### src/rtl/rd_sched_pkg.sv
package rd_sched_pkg;

    localparam int BANK_W    = 2;
    localparam int ROW_W     = 13;
    localparam int COL_W     = 10;
    localparam int ELEM_W    = 5;
    localparam int TIME_W    = 8;
    localparam int NUM_BANKS = 1 << BANK_W;
    localparam int ADDR_W    = (ROW_W > COL_W) ? ROW_W : COL_W;

    localparam logic [TIME_W-1:0] T_ONE = TIME_W'(1);

    typedef enum logic [2:0] {
        CMD_NOP = 3'd0,
        CMD_ACT = 3'd1,
        CMD_RD  = 3'd2,
        CMD_WR  = 3'd3,
        CMD_BST = 3'd4,
        CMD_PRE = 3'd5
    } cmd_e;

    typedef struct packed {
        logic              is_wr;
        logic [BANK_W-1:0] bank;
        logic [ROW_W-1:0]  row;
        logic [COL_W-1:0]  col;
        logic [ELEM_W-1:0] elems;
        logic              autopre;
    } req_t;

    typedef struct packed {
        cmd_e              code;
        logic [BANK_W-1:0] bank;
        logic [ADDR_W-1:0] addr;
        logic              autopre;
    } cmd_t;

    // Wanted data pairs: round up, at least one, at most a full burst.
    function automatic logic [TIME_W-1:0] pairs_wanted(
        input logic [ELEM_W-1:0] elems,
        input logic [TIME_W-1:0] burst_pairs
    );
        logic [TIME_W-1:0] half;
        half = TIME_W'((ELEM_W'(elems) >> 1) + ELEM_W'(elems[0]));
        if (half == '0)
            half = T_ONE;
        if (half > burst_pairs)
            half = burst_pairs;
        return half;
    endfunction

endpackage

### src/rtl/rd_sched_bank.sv
module rd_sched_bank
    import rd_sched_pkg::*;
(
    input  logic              clk,
    input  logic              rst,
    input  logic [TIME_W-1:0] cfg_tras,
    input  logic [TIME_W-1:0] cfg_trp,
    input  logic [TIME_W-1:0] burst_pairs,
    input  logic              do_act,
    input  logic              do_pre,
    input  logic              do_rd_ap,
    input  logic [ROW_W-1:0]  act_row,
    output logic              is_open,
    output logic [ROW_W-1:0]  open_row,
    output logic              ras_met,
    output logic              act_ready
);

    logic [TIME_W-1:0] ras_cnt;
    logic [TIME_W-1:0] rp_cnt;
    logic [TIME_W-1:0] ap_cnt;
    logic              ap_pend;
    logic              ap_start;

    // Internal precharge starts once the burst is over and tRAS is met.
    assign ap_start  = ap_pend && (ap_cnt <= T_ONE) && (ras_cnt <= T_ONE);
    assign ras_met   = (ras_cnt <= T_ONE);
    assign act_ready = !is_open && !ap_pend && (rp_cnt <= T_ONE);

    always_ff @(posedge clk) begin
        if (rst) begin
            is_open  <= 1'b0;
            open_row <= '0;
            ras_cnt  <= '0;
            rp_cnt   <= '0;
            ap_cnt   <= '0;
            ap_pend  <= 1'b0;
        end else begin
            if (do_act) begin
                is_open  <= 1'b1;
                open_row <= act_row;
            end else if (do_pre || do_rd_ap) begin
                is_open  <= 1'b0;
            end

            if (do_act)
                ras_cnt <= cfg_tras;
            else if (ras_cnt != '0)
                ras_cnt <= ras_cnt - T_ONE;

            if (do_pre || ap_start)
                rp_cnt <= cfg_trp;
            else if (rp_cnt != '0)
                rp_cnt <= rp_cnt - T_ONE;

            if (do_rd_ap) begin
                ap_pend <= 1'b1;
                ap_cnt  <= burst_pairs;
            end else begin
                if (ap_start)
                    ap_pend <= 1'b0;
                if (ap_cnt != '0)
                    ap_cnt <= ap_cnt - T_ONE;
            end
        end
    end

endmodule

### src/rtl/rd_sched_window.sv
module rd_sched_window
    import rd_sched_pkg::*;
(
    input  logic              clk,
    input  logic              rst,
    input  logic              do_rd,
    input  logic [TIME_W-1:0] rd_pairs,
    input  logic              rd_trunc,
    input  logic [BANK_W-1:0] rd_bank_in,
    input  logic [TIME_W-1:0] cfg_cl,
    output logic              term_due,
    output logic              gap_ok,
    output logic              wr_ok,
    output logic [BANK_W-1:0] rd_bank
);

    logic [TIME_W-1:0] term_cnt;
    logic [TIME_W-1:0] wr_cnt;
    logic              need_term;

    assign term_due = need_term && (term_cnt == T_ONE);
    assign gap_ok   = (term_cnt <= T_ONE);
    assign wr_ok    = (wr_cnt <= T_ONE) && !need_term;

    always_ff @(posedge clk) begin
        if (rst) begin
            term_cnt  <= '0;
            wr_cnt    <= '0;
            need_term <= 1'b0;
            rd_bank   <= '0;
        end else if (do_rd) begin
            term_cnt  <= rd_pairs;
            wr_cnt    <= rd_pairs + cfg_cl;
            need_term <= rd_trunc;
            rd_bank   <= rd_bank_in;
        end else begin
            if (term_due)
                need_term <= 1'b0;
            if (term_cnt != '0)
                term_cnt <= term_cnt - T_ONE;
            if (wr_cnt != '0)
                wr_cnt <= wr_cnt - T_ONE;
        end
    end

endmodule

### src/rtl/rd_sched_arb.sv
module rd_sched_arb
    import rd_sched_pkg::*;
(
    input  logic                                req_valid,
    input  req_t                                req,
    input  logic [NUM_BANKS-1:0]                bk_open,
    input  logic [NUM_BANKS-1:0][ROW_W-1:0]     bk_row,
    input  logic [NUM_BANKS-1:0]                bk_ras_met,
    input  logic [NUM_BANKS-1:0]                bk_act_ready,
    input  logic                                term_due,
    input  logic                                gap_ok,
    input  logic                                wr_ok,
    input  logic [BANK_W-1:0]                   rd_bank,
    input  logic [TIME_W-1:0]                   burst_pairs,
    output cmd_t                                sel,
    output logic                                accept,
    output logic [TIME_W-1:0]                   rd_pairs,
    output logic                                rd_trunc
);

    logic hit;
    logic same_bank_miss;

    always_comb begin
        hit            = bk_open[req.bank] && (bk_row[req.bank] == req.row);
        same_bank_miss = (req.bank == rd_bank) && bk_open[rd_bank] && !hit;
        rd_pairs       = req.autopre ? burst_pairs : pairs_wanted(req.elems, burst_pairs);
        rd_trunc       = (rd_pairs < burst_pairs);

        sel.code    = CMD_NOP;
        sel.bank    = '0;
        sel.addr    = '0;
        sel.autopre = 1'b0;
        accept      = 1'b0;

        if (term_due) begin
            // The slot exactly x clocks after the READ must cut the burst.
            if (req_valid && !req.is_wr && hit) begin
                sel.code    = CMD_RD;
                sel.bank    = req.bank;
                sel.addr    = ADDR_W'(req.col);
                sel.autopre = req.autopre;
                accept      = 1'b1;
            end else if (req_valid && same_bank_miss && bk_ras_met[rd_bank]) begin
                sel.code = CMD_PRE;
                sel.bank = rd_bank;
            end else begin
                sel.code = CMD_BST;
            end
        end else if (req_valid) begin
            if (hit) begin
                if (!req.is_wr && gap_ok) begin
                    sel.code    = CMD_RD;
                    sel.bank    = req.bank;
                    sel.addr    = ADDR_W'(req.col);
                    sel.autopre = req.autopre;
                    accept      = 1'b1;
                end else if (req.is_wr && wr_ok) begin
                    sel.code = CMD_WR;
                    sel.bank = req.bank;
                    sel.addr = ADDR_W'(req.col);
                    accept   = 1'b1;
                end
            end else if (bk_open[req.bank]) begin
                if (bk_ras_met[req.bank] && ((req.bank != rd_bank) || gap_ok)) begin
                    sel.code = CMD_PRE;
                    sel.bank = req.bank;
                end
            end else if (bk_act_ready[req.bank]) begin
                sel.code = CMD_ACT;
                sel.bank = req.bank;
                sel.addr = ADDR_W'(req.row);
            end
        end
    end

endmodule

### src/rtl/rd_cmd_sched.sv
module rd_cmd_sched
    import rd_sched_pkg::*;
#(
    parameter int BURST_PAIRS = 4
) (
    input  logic              clk,
    input  logic              rst,
    input  logic              req_valid,
    output logic              req_ready,
    input  logic              req_write,
    input  logic [BANK_W-1:0] req_bank,
    input  logic [ROW_W-1:0]  req_row,
    input  logic [COL_W-1:0]  req_col,
    input  logic [ELEM_W-1:0] req_elems,
    input  logic              req_autopre,
    input  logic [TIME_W-1:0] cfg_tras,
    input  logic [TIME_W-1:0] cfg_trp,
    input  logic [TIME_W-1:0] cfg_cl,
    output logic [2:0]        cmd_code,
    output logic [BANK_W-1:0] cmd_bank,
    output logic [ADDR_W-1:0] cmd_addr,
    output logic              cmd_autopre
);

    localparam logic [TIME_W-1:0] BP = TIME_W'(BURST_PAIRS);

    req_t                            req;
    cmd_t                            sel;
    cmd_t                            cmd_q;
    logic                            accept;
    logic [TIME_W-1:0]               rd_pairs;
    logic                            rd_trunc;
    logic                            term_due;
    logic                            gap_ok;
    logic                            wr_ok;
    logic [BANK_W-1:0]               rd_bank;
    logic [NUM_BANKS-1:0]            bk_open;
    logic [NUM_BANKS-1:0][ROW_W-1:0] bk_row;
    logic [NUM_BANKS-1:0]            bk_ras_met;
    logic [NUM_BANKS-1:0]            bk_act_ready;

    always_comb begin
        req.is_wr   = req_write;
        req.bank    = req_bank;
        req.row     = req_row;
        req.col     = req_col;
        req.elems   = req_elems;
        req.autopre = req_autopre;
    end

    for (genvar b = 0; b < NUM_BANKS; b++) begin : g_bank
        logic hit_sel;
        assign hit_sel = (sel.bank == BANK_W'(b));

        rd_sched_bank u_bank (
            .clk         (clk),
            .rst         (rst),
            .cfg_tras    (cfg_tras),
            .cfg_trp     (cfg_trp),
            .burst_pairs (BP),
            .do_act      (hit_sel && (sel.code == CMD_ACT)),
            .do_pre      (hit_sel && (sel.code == CMD_PRE)),
            .do_rd_ap    (hit_sel && (sel.code == CMD_RD) && sel.autopre),
            .act_row     (req_row),
            .is_open     (bk_open[b]),
            .open_row    (bk_row[b]),
            .ras_met     (bk_ras_met[b]),
            .act_ready   (bk_act_ready[b])
        );
    end

    rd_sched_window u_window (
        .clk        (clk),
        .rst        (rst),
        .do_rd      (sel.code == CMD_RD),
        .rd_pairs   (rd_pairs),
        .rd_trunc   (rd_trunc),
        .rd_bank_in (sel.bank),
        .cfg_cl     (cfg_cl),
        .term_due   (term_due),
        .gap_ok     (gap_ok),
        .wr_ok      (wr_ok),
        .rd_bank    (rd_bank)
    );

    rd_sched_arb u_arb (
        .req_valid    (req_valid),
        .req          (req),
        .bk_open      (bk_open),
        .bk_row       (bk_row),
        .bk_ras_met   (bk_ras_met),
        .bk_act_ready (bk_act_ready),
        .term_due     (term_due),
        .gap_ok       (gap_ok),
        .wr_ok        (wr_ok),
        .rd_bank      (rd_bank),
        .burst_pairs  (BP),
        .sel          (sel),
        .accept       (accept),
        .rd_pairs     (rd_pairs),
        .rd_trunc     (rd_trunc)
    );

    always_ff @(posedge clk) begin
        if (rst) begin
            cmd_q.code    <= CMD_NOP;
            cmd_q.bank    <= '0;
            cmd_q.addr    <= '0;
            cmd_q.autopre <= 1'b0;
        end else begin
            cmd_q <= sel;
        end
    end

    assign req_ready   = accept;
    assign cmd_code    = cmd_q.code;
    assign cmd_bank    = cmd_q.bank;
    assign cmd_addr    = cmd_q.addr;
    assign cmd_autopre = cmd_q.autopre;

endmodule

### config.mk
export PLATFORM = sky130hd
export DESIGN_NAME = rd_cmd_sched
export DESIGN_NICKNAME = d
export VERILOG_FILES = /design/src/rtl/rd_sched_pkg.sv /design/src/rtl/rd_sched_bank.sv /design/src/rtl/rd_sched_window.sv /design/src/rtl/rd_sched_arb.sv /design/src/rtl/rd_cmd_sched.sv
export SDC_FILE = /design/constraint.sdc
export NUM_CORES = 1
export LEC_CHECK = 0
export BUFFER_PORTS_ARGS = -buffer_cell sky130_fd_sc_hd__buf_4
export CAP_MARGIN = 10
export CORE_MARGIN = 4
export CORE_UTILIZATION = 61
export CTS_CLUSTER_SIZE = 16
export DETAILED_ROUTE_END_ITERATION = 8
export PLACE_DENSITY = 0.84
export SETUP_SLACK_MARGIN = 0.3
export SLEW_MARGIN = 10
export SYNTH_ARGS = -nofsm -noshare
export SYNTH_HDL_FRONTEND = slang
export SYNTH_SLANG_ARGS = --single-unit
### constraint.sdc
create_clock -name clk -period 4.2 [get_ports clk]
set_input_delay 0.21 -clock clk [delete_from_list [all_inputs] [get_ports clk]]
set_output_delay 0.21 -clock clk [all_outputs]
set_load 0.03 [all_outputs]
==> run summary, run 1 <==
status = completed
ys async rst share = 0%
Total Power = 8.34 mW
antenna-violating nets left = 0
WP buf/inv = 3
CP Max Fanout = 14
CP top delay family = compound AO/OA/AOI/OAI gates
Cells after Synth = 1197
final worst path period need = 3.83 ns
Synth Cell Area = 10500 um^2
CTS Root Cell = clkbuf_16
mux contribution to synthesized area = 10.9%
synthesized area per cell = 8.78 um^2
Final Util = 71.9%
Tcrit/Tclk final = 91.1%
largest net degree at the start of global routing = 80
RSZ-0062 raised after global routing = false
CTS tree = built
Initial Util = 62.7%
Top FF cell, synth = dfxtp_1
Distinct cells, synth = 75
initial antenna violation count = 0
Clock Latency Late Sink = 0.44 ns
vias in the first global route = 8893
Crit path top cell by count = buf_4
drc violations = 0
CTS Buf Count = 17
CP Capture Type = flop
headroom to the max-slew limit = 34.2%
Cell Pwr Density = 692 nW/um^2
CORE AREA = 16800 um^2
CTS H-Tree Depth = 4
Clock Pin Slew Worst Setup and Hold Paths = 0.07 ns
Synth Warn # = 0
Final HPWL DP = 18400 um
global-route wire length before repair = 43000 um
slowest stage cell, crit path = mux4_2
Post-synth EDFFs = 0
Via density = 6.11
Ports = 79
kind of critical path = reg -> reg
largest family of logic cells by synthesized area = simple AND/OR/NAND/NOR gates
setup TNS = 0 ns
Die ar. = 19400 um^2
CP required = 4.47 ns
Nets = 1387
GRT Util Overall = 26.5%
via count = 9273
wire per inst = 17.4 um
maxcap violations = 0
I/O Buffers = 78
die height = 139 um
Placed Cells incl. Taps = 1472
cell area after layout = 12000 um^2
Iter 0 DRT Violations = 861
Seq cells post-synth = 194
Setup violations, final = 0
Post-Route WL = 26400 um
Slew Limit Fails = 0
post-synthesis compound-gate area fraction = 14.1%
layout cell share with drive strength beyond 1 = 13.6%
Least-Margin Pin Slew = 0.986 ns
clock skew = 0.0109 ns
Pleak = 5.04 nW
CP arrival = 4.10 ns
clk sink count = 194
post-synthesis sequential area ratio = 36.9%
cts repair resizes = 0
Fmax = 0.261 GHz
crit-path cells = inv_1, ha_1, or2_2, and3_1, mux4_2, a222oi_1, buf_4, mux2i_1, a21oi_4, nor2_1, buf_4, o31ai_4, nor3_1
# diodes = 0
Placer Congestion = 0.914
Synth Area in XOR/XNOR = 8.50%
global route total overflow = 0
die width = 139 um
row cnt = 47
Area Overhead vs Synth = 14.6%
drt pass-1 iters = 7
Post-Layout Cell Count = 1517
Final Hold Vio Count = 0
Peak VDD IR = 0.000392 V
CP peak stage delay = 0.51 ns
r2r setup slk = 0.37 ns
Adder-Cell Fraction of Synth Area = 5.31%
Hold WC Path Type = in -> reg
clk buf depth = 2
post-synthesis simple-gate area fraction = 20.6%
Critical Path Source Type = flop
dpl cell area = 11400 um^2
## cells in the mapped netlist (12+ instances only)
cell type | instances | area (um^2)
a211oi_1 | 12 | 90.1
a21oi_1 | 67 | 335
a22o_1 | 12 | 105
a22oi_1 | 14 | 105
buf_2 | 12 | 60.1
clkbuf_1 | 26 | 97.6
dfxtp_1 | 194 | 3880
ha_1 | 43 | 538
inv_1 | 50 | 188
mux2i_1 | 79 | 791
mux4_2 | 12 | 270
nand2_1 | 83 | 312
nand3_1 | 23 | 115
nand4_1 | 18 | 113
nor2_1 | 174 | 653
nor3_1 | 58 | 290
nor4_1 | 15 | 93.8
o21ai_0 | 25 | 125
o31ai_1 | 12 | 90.1
or3_1 | 16 | 100
xnor2_1 | 72 | 631
xor2_1 | 30 | 263
## area by class of cell
class	count	area (um^2)
clock inverters	15	124
clock buffers	17	425
fillers	1296	4710
multi-input cells	911	6260
flip-flops and latches	194	3880
inverters	50	188
repair buffers	110	888
well taps	220	275
## metrics by stage
step	setup WS [ns]	hold WS, ns
final	0.374	0.0247
after global routing	0.296	0.0355
after CTS	0.348	0.0125
after detailed placement	0.283	0.424
after global placement	0.402	0.420
after floorplan	0.686	0.336
## cell usage in the layout, fill, tap and decap left out, types with 10 or more instances in the layout
master           n
or3_1           16
a211oi_1        12
and2_1          10
o31ai_1         12
nand3_1         23
clkbuf_16       17
and3_1          10
a22oi_1         14
mux2i_1         79
mux4_2          12
a21oi_1         67
nor3_1          58
nor2_1         173
xnor2_1         72
buf_4           97
o21ai_0         25
ha_1            43
a22o_1          12
inv_1           50
xor2_1          30
dfxtp_1        194
nand4_1         18
o22ai_1         10
dlygate4sd3_1   10
nand2_1         83
or4_1           10
nor4_1          15
## metal layers
layer / vias to the layer above / track usage [%] / wire (um)
li1: 4437 / - / -
met1: 4419 / 33.2 / 11000
met2: 355 / 45.6 / 13000
met3: 62 / 5.42 / 1770
met4: 0 / 9.06 / 639
met5: - / 0 / 0
## where the power goes
part | switching (mW) | internal, mW
clock | 0.766 | 0.773
combinational | 2.20 | 1.77
sequential | 0.484 | 2.34
total | 3.45 | 4.89
## what timing repair did
action | in CTS | in global routing
buffers inserted | 0 | 3
hold buffers | 10 | 0
hold endpoints to repair | 10 | 0
endpoints found under the setup margin | 0 | 38
## worst paths after layout
| kind | from | end | cells after the start |
|---|---|---|---|
| worst max-delay path | g_bank[1].u_bank.ras_cnt[0]$_SDFFE_PP0P_ | g_bank[0].u_bank.ap_cnt[7]$_SDFFE_PP0P_ | 13 |
| worst min-delay path | cfg_trp[6] | g_bank[3].u_bank.rp_cnt[6]$_SDFFE_PP0P_ | 2 |
| worst max register to register | g_bank[1].u_bank.ras_cnt[0]$_SDFFE_PP0P_ | g_bank[0].u_bank.ap_cnt[7]$_SDFFE_PP0P_ | 13 |
| worst min register to register | g_bank[0].u_bank.ap_cnt[6]$_SDFFE_PP0P_ | g_bank[0].u_bank.ap_cnt[6]$_SDFFE_PP0P_ | 2 |
## registers in the layout, indices dropped and copies added, names as in the netlist
name	cells
g_bank.u_bank.open_row	52
g_bank.u_bank.ap_cnt	32
g_bank.u_bank.ras_cnt	32
g_bank.u_bank.rp_cnt	32
cmd_addr	13
u_window.term_cnt	8
u_window.wr_cnt	8
g_bank.u_bank.ap_pend	4
g_bank.u_bank.is_open	4
cmd_code	3
cmd_bank	2
u_window.rd_bank	2
cmd_autopre	1
u_window.need_term	1
## cells by family after synthesis
family / after synthesis
other: 1
flip-flops: 194
adder cells (fa/ha/maj): 44
buffers and inverters: 93
AND/OR/NAND/NOR: 456
XOR/XNOR: 102
multiplexers: 98
AO/OA/AOI/OAI: 209
Note: power is estimated with default switching activity, not from simulation.
==> inputs of run 2 (changes only) <==
--- a/config.mk
+++ b/config.mk
@@ -7,8 +7,10 @@
 export LEC_CHECK = 0
 export BUFFER_PORTS_ARGS = -buffer_cell sky130_fd_sc_hd__buf_4
 export CAP_MARGIN = 10
+export CELL_PAD_IN_SITES_DETAIL_PLACEMENT = 1
+export CELL_PAD_IN_SITES_GLOBAL_PLACEMENT = 1
 export CORE_MARGIN = 4
-export CORE_UTILIZATION = 61
+export CORE_UTILIZATION = 47
 export CTS_CLUSTER_SIZE = 16
 export DETAILED_ROUTE_END_ITERATION = 8
 export PLACE_DENSITY = 0.84
==> run 2 against run 1 <==
Against the previous run: non-clock buffer count rose by 3; wire length rose by 20%; utilization fell by 16 points.
==> run summary, run 2 (synthesized netlist as in run 1, its figures left out) <==
status = completed
Fin Hold WS = 0.0266 ns
Via density = 5.93
RR Endpoint = g_bank[1].u_bank.open_row[11]$_SDFFE_PP0P_
# diodes = 0
layout cell share with drive strength beyond 1 = 13.6%
die height = 158 um
hold path depth = 3
Final Hold Vio Count = 0
cell area after layout = 12100 um^2
row cnt = 54
Initial Util = 48.0%
Pleak = 5.05 nW
met3 Use GR = 3.85%
vias in the first global route = 10000
drc violations = 0
Peak VDD IR = 0.000311 V
CORE AREA = 21900 um^2
headroom to the max-slew limit = 28.9%
Least-Margin Pin Slew = 1.06 ns
slowest stage cell, crit path = mux4_2
GR met1 Demand/Resource = 30.9%
setup TNS = 0 ns
Clock Latency Late Sink = 0.44 ns
Final HPWL DP = 22300 um
Die ar. = 24800 um^2
largest register by flop count = g_bank.u_bank.open_row
CTS Root Cell = clkbuf_16
dpl cell area = 11500 um^2
Slew Limit Fails = 0
final worst path period need = 3.75 ns
maxcap violations = 0
clk buf depth = 2
CTS Buf Count = 17
Total Power = 8.51 mW
Hold WC Path Type = in -> reg
CP Max Fanout = 14
GR Util met2 = 47.6%
Cell Pwr Density = 702 nW/um^2
RSZ-0062 raised after global routing = false
Fmax = 0.267 GHz
most frequent cells in the layout = dfxtp_1, nor2_1, buf_4, nand2_1, mux2i_1
Final Util = 55.4%
CP top delay family = multiplexers
busiest grt layer = met2
wire per inst = 20.1 um
max reg flops = 52
CTS H-Tree Depth = 4
CP peak stage delay = 0.53 ns
Worst R2R Start = g_bank[1].u_bank.ras_cnt[0]$_SDFFE_PP0P_
Nets = 1390
hold path endpoint = g_bank[3].u_bank.rp_cnt[2]$_SDFFE_PP0P_
Placed Cells incl. Taps = 1536
via count = 9351
Tcrit/Tclk final = 89.3%
Post-Route WL = 31800 um
drt pass-1 iters = 4
Clock Pin Slew Worst Setup and Hold Paths = 0.07 ns
setup ws final = 0.449 ns
GRT Util Overall = 26.1%
initial antenna violation count = 0
r2r setup slk = 0.45 ns
Area Overhead vs Synth = 15.3%
largest net degree at the start of global routing = 53
Iter 0 DRT Violations = 400
WP buf/inv = 3
global-route wire length before repair = 52100 um
hold wc startpoint = cfg_trp[2]
CP arrival = 4.06 ns
die width = 158 um
clock skew = 0.00952 ns
antenna-violating nets left = 0
clk sink count = 194
Post-Layout Cell Count = 1577
Setup violations, final = 0
CP Capture Type = flop
commonest non-fill, non-tap cell in the layout = dfxtp_1
Placer Congestion = 0.844
CP required = 4.51 ns
Ports = 79
global route total overflow = 0
Crit path top cell by count = buf_4
crit-path cells = inv_1, ha_1, or2_2, and3_1, mux4_2, a222oi_1, buf_4, mux2i_2, a21oi_4, or3_1, buf_4, mux2i_1, nor2_1
Critical Path Source Type = flop
Worst R2R Path Depth = 13
pre-CTS WS = 0.201 ns
I/O Buffers = 78
kind of critical path = reg -> reg
CTS tree = built
==> run 2: cell count changes in the layout (fill, tap and decap cells not counted), sizes merged <==
cell         change
clkbuf           +2
clkinvlp         -3
dlygate4sd3      +1
buf              +2
inv              -2
==> run 2: final cells by class <==
class / count / area, um^2
timing repair buffer: 113 / 913
inverter: 50 / 188
tap: 280 / 350
fill: 2598 / 9760
multi-input combinational: 911 / 6280
clock buffer: 19 / 433
clock inverter: 10 / 81.3
sequential: 194 / 3880
==> run 2: worst min-delay path, stage by stage <==
cell     delay [ns]
buf_4          0.11
nand2_1        0.05
a21oi_1        0.05
==> run 2: timing repair <==
action | 4_1_cts | 5_1_grt
endpoints found under the setup margin | 0 | 61
endpoints found under the hold margin | 11 | 0
setup buffers | 0 | 1
hold buffers | 11 | 0
gates resized for setup | 0 | 4
==> run 2: routing by layer <==
metal / part of all wire [%] / wire length, um / vias to the layer above
met2: 52 / 16400 / 218
met3: 3.9 / 1220 / 62
met4: 3.1 / 970 / 0
met1: 41 / 13200 / 4637
met5: 0 / 0 / -
li1: - / - / 4434
==> run 2: worst max path at each step <==
| stage | slack [ns] | depth (start not counted) | start | end |
|---|---|---|---|---|
| 2_1_floorplan | 0.69 | 11 | req_bank[0] | g_bank[2].u_bank.ap_cnt[4]$_SDFFE_PP0P_ |
| 3_3_place_gp | 0.35 | 11 | req_bank[0] | g_bank[0].u_bank.ap_cnt[5]$_SDFFE_PP0P_ |
| 3_5_place_dp | 0.20 | 11 | req_bank[1] | g_bank[0].u_bank.ap_cnt[3]$_SDFFE_PP0P_ |
| 4_1_cts | 0.36 | 11 | g_bank[1].u_bank.ras_cnt[0]$_SDFFE_PP0P_ | g_bank[0].u_bank.ap_cnt[4]$_SDFFE_PP0P_ |
| 5_1_grt | 0.32 | 13 | g_bank[1].u_bank.ras_cnt[0]$_SDFFE_PP0P_ | g_bank[1].u_bank.open_row[11]$_SDFFE_PP0P_ |
| 6_report | 0.45 | 13 | g_bank[1].u_bank.ras_cnt[0]$_SDFFE_PP0P_ | g_bank[1].u_bank.open_row[11]$_SDFFE_PP0P_ |
==> run 2: power breakdown <==
group / switching, mW / total, mW / internal, mW / leakage [nW]
logic: 2.37 / 4.17 / 1.79 / 3.21
clock network: 0.748 / 1.51 / 0.759 / 0.252
registers: 0.494 / 2.84 / 2.34 / 1.59
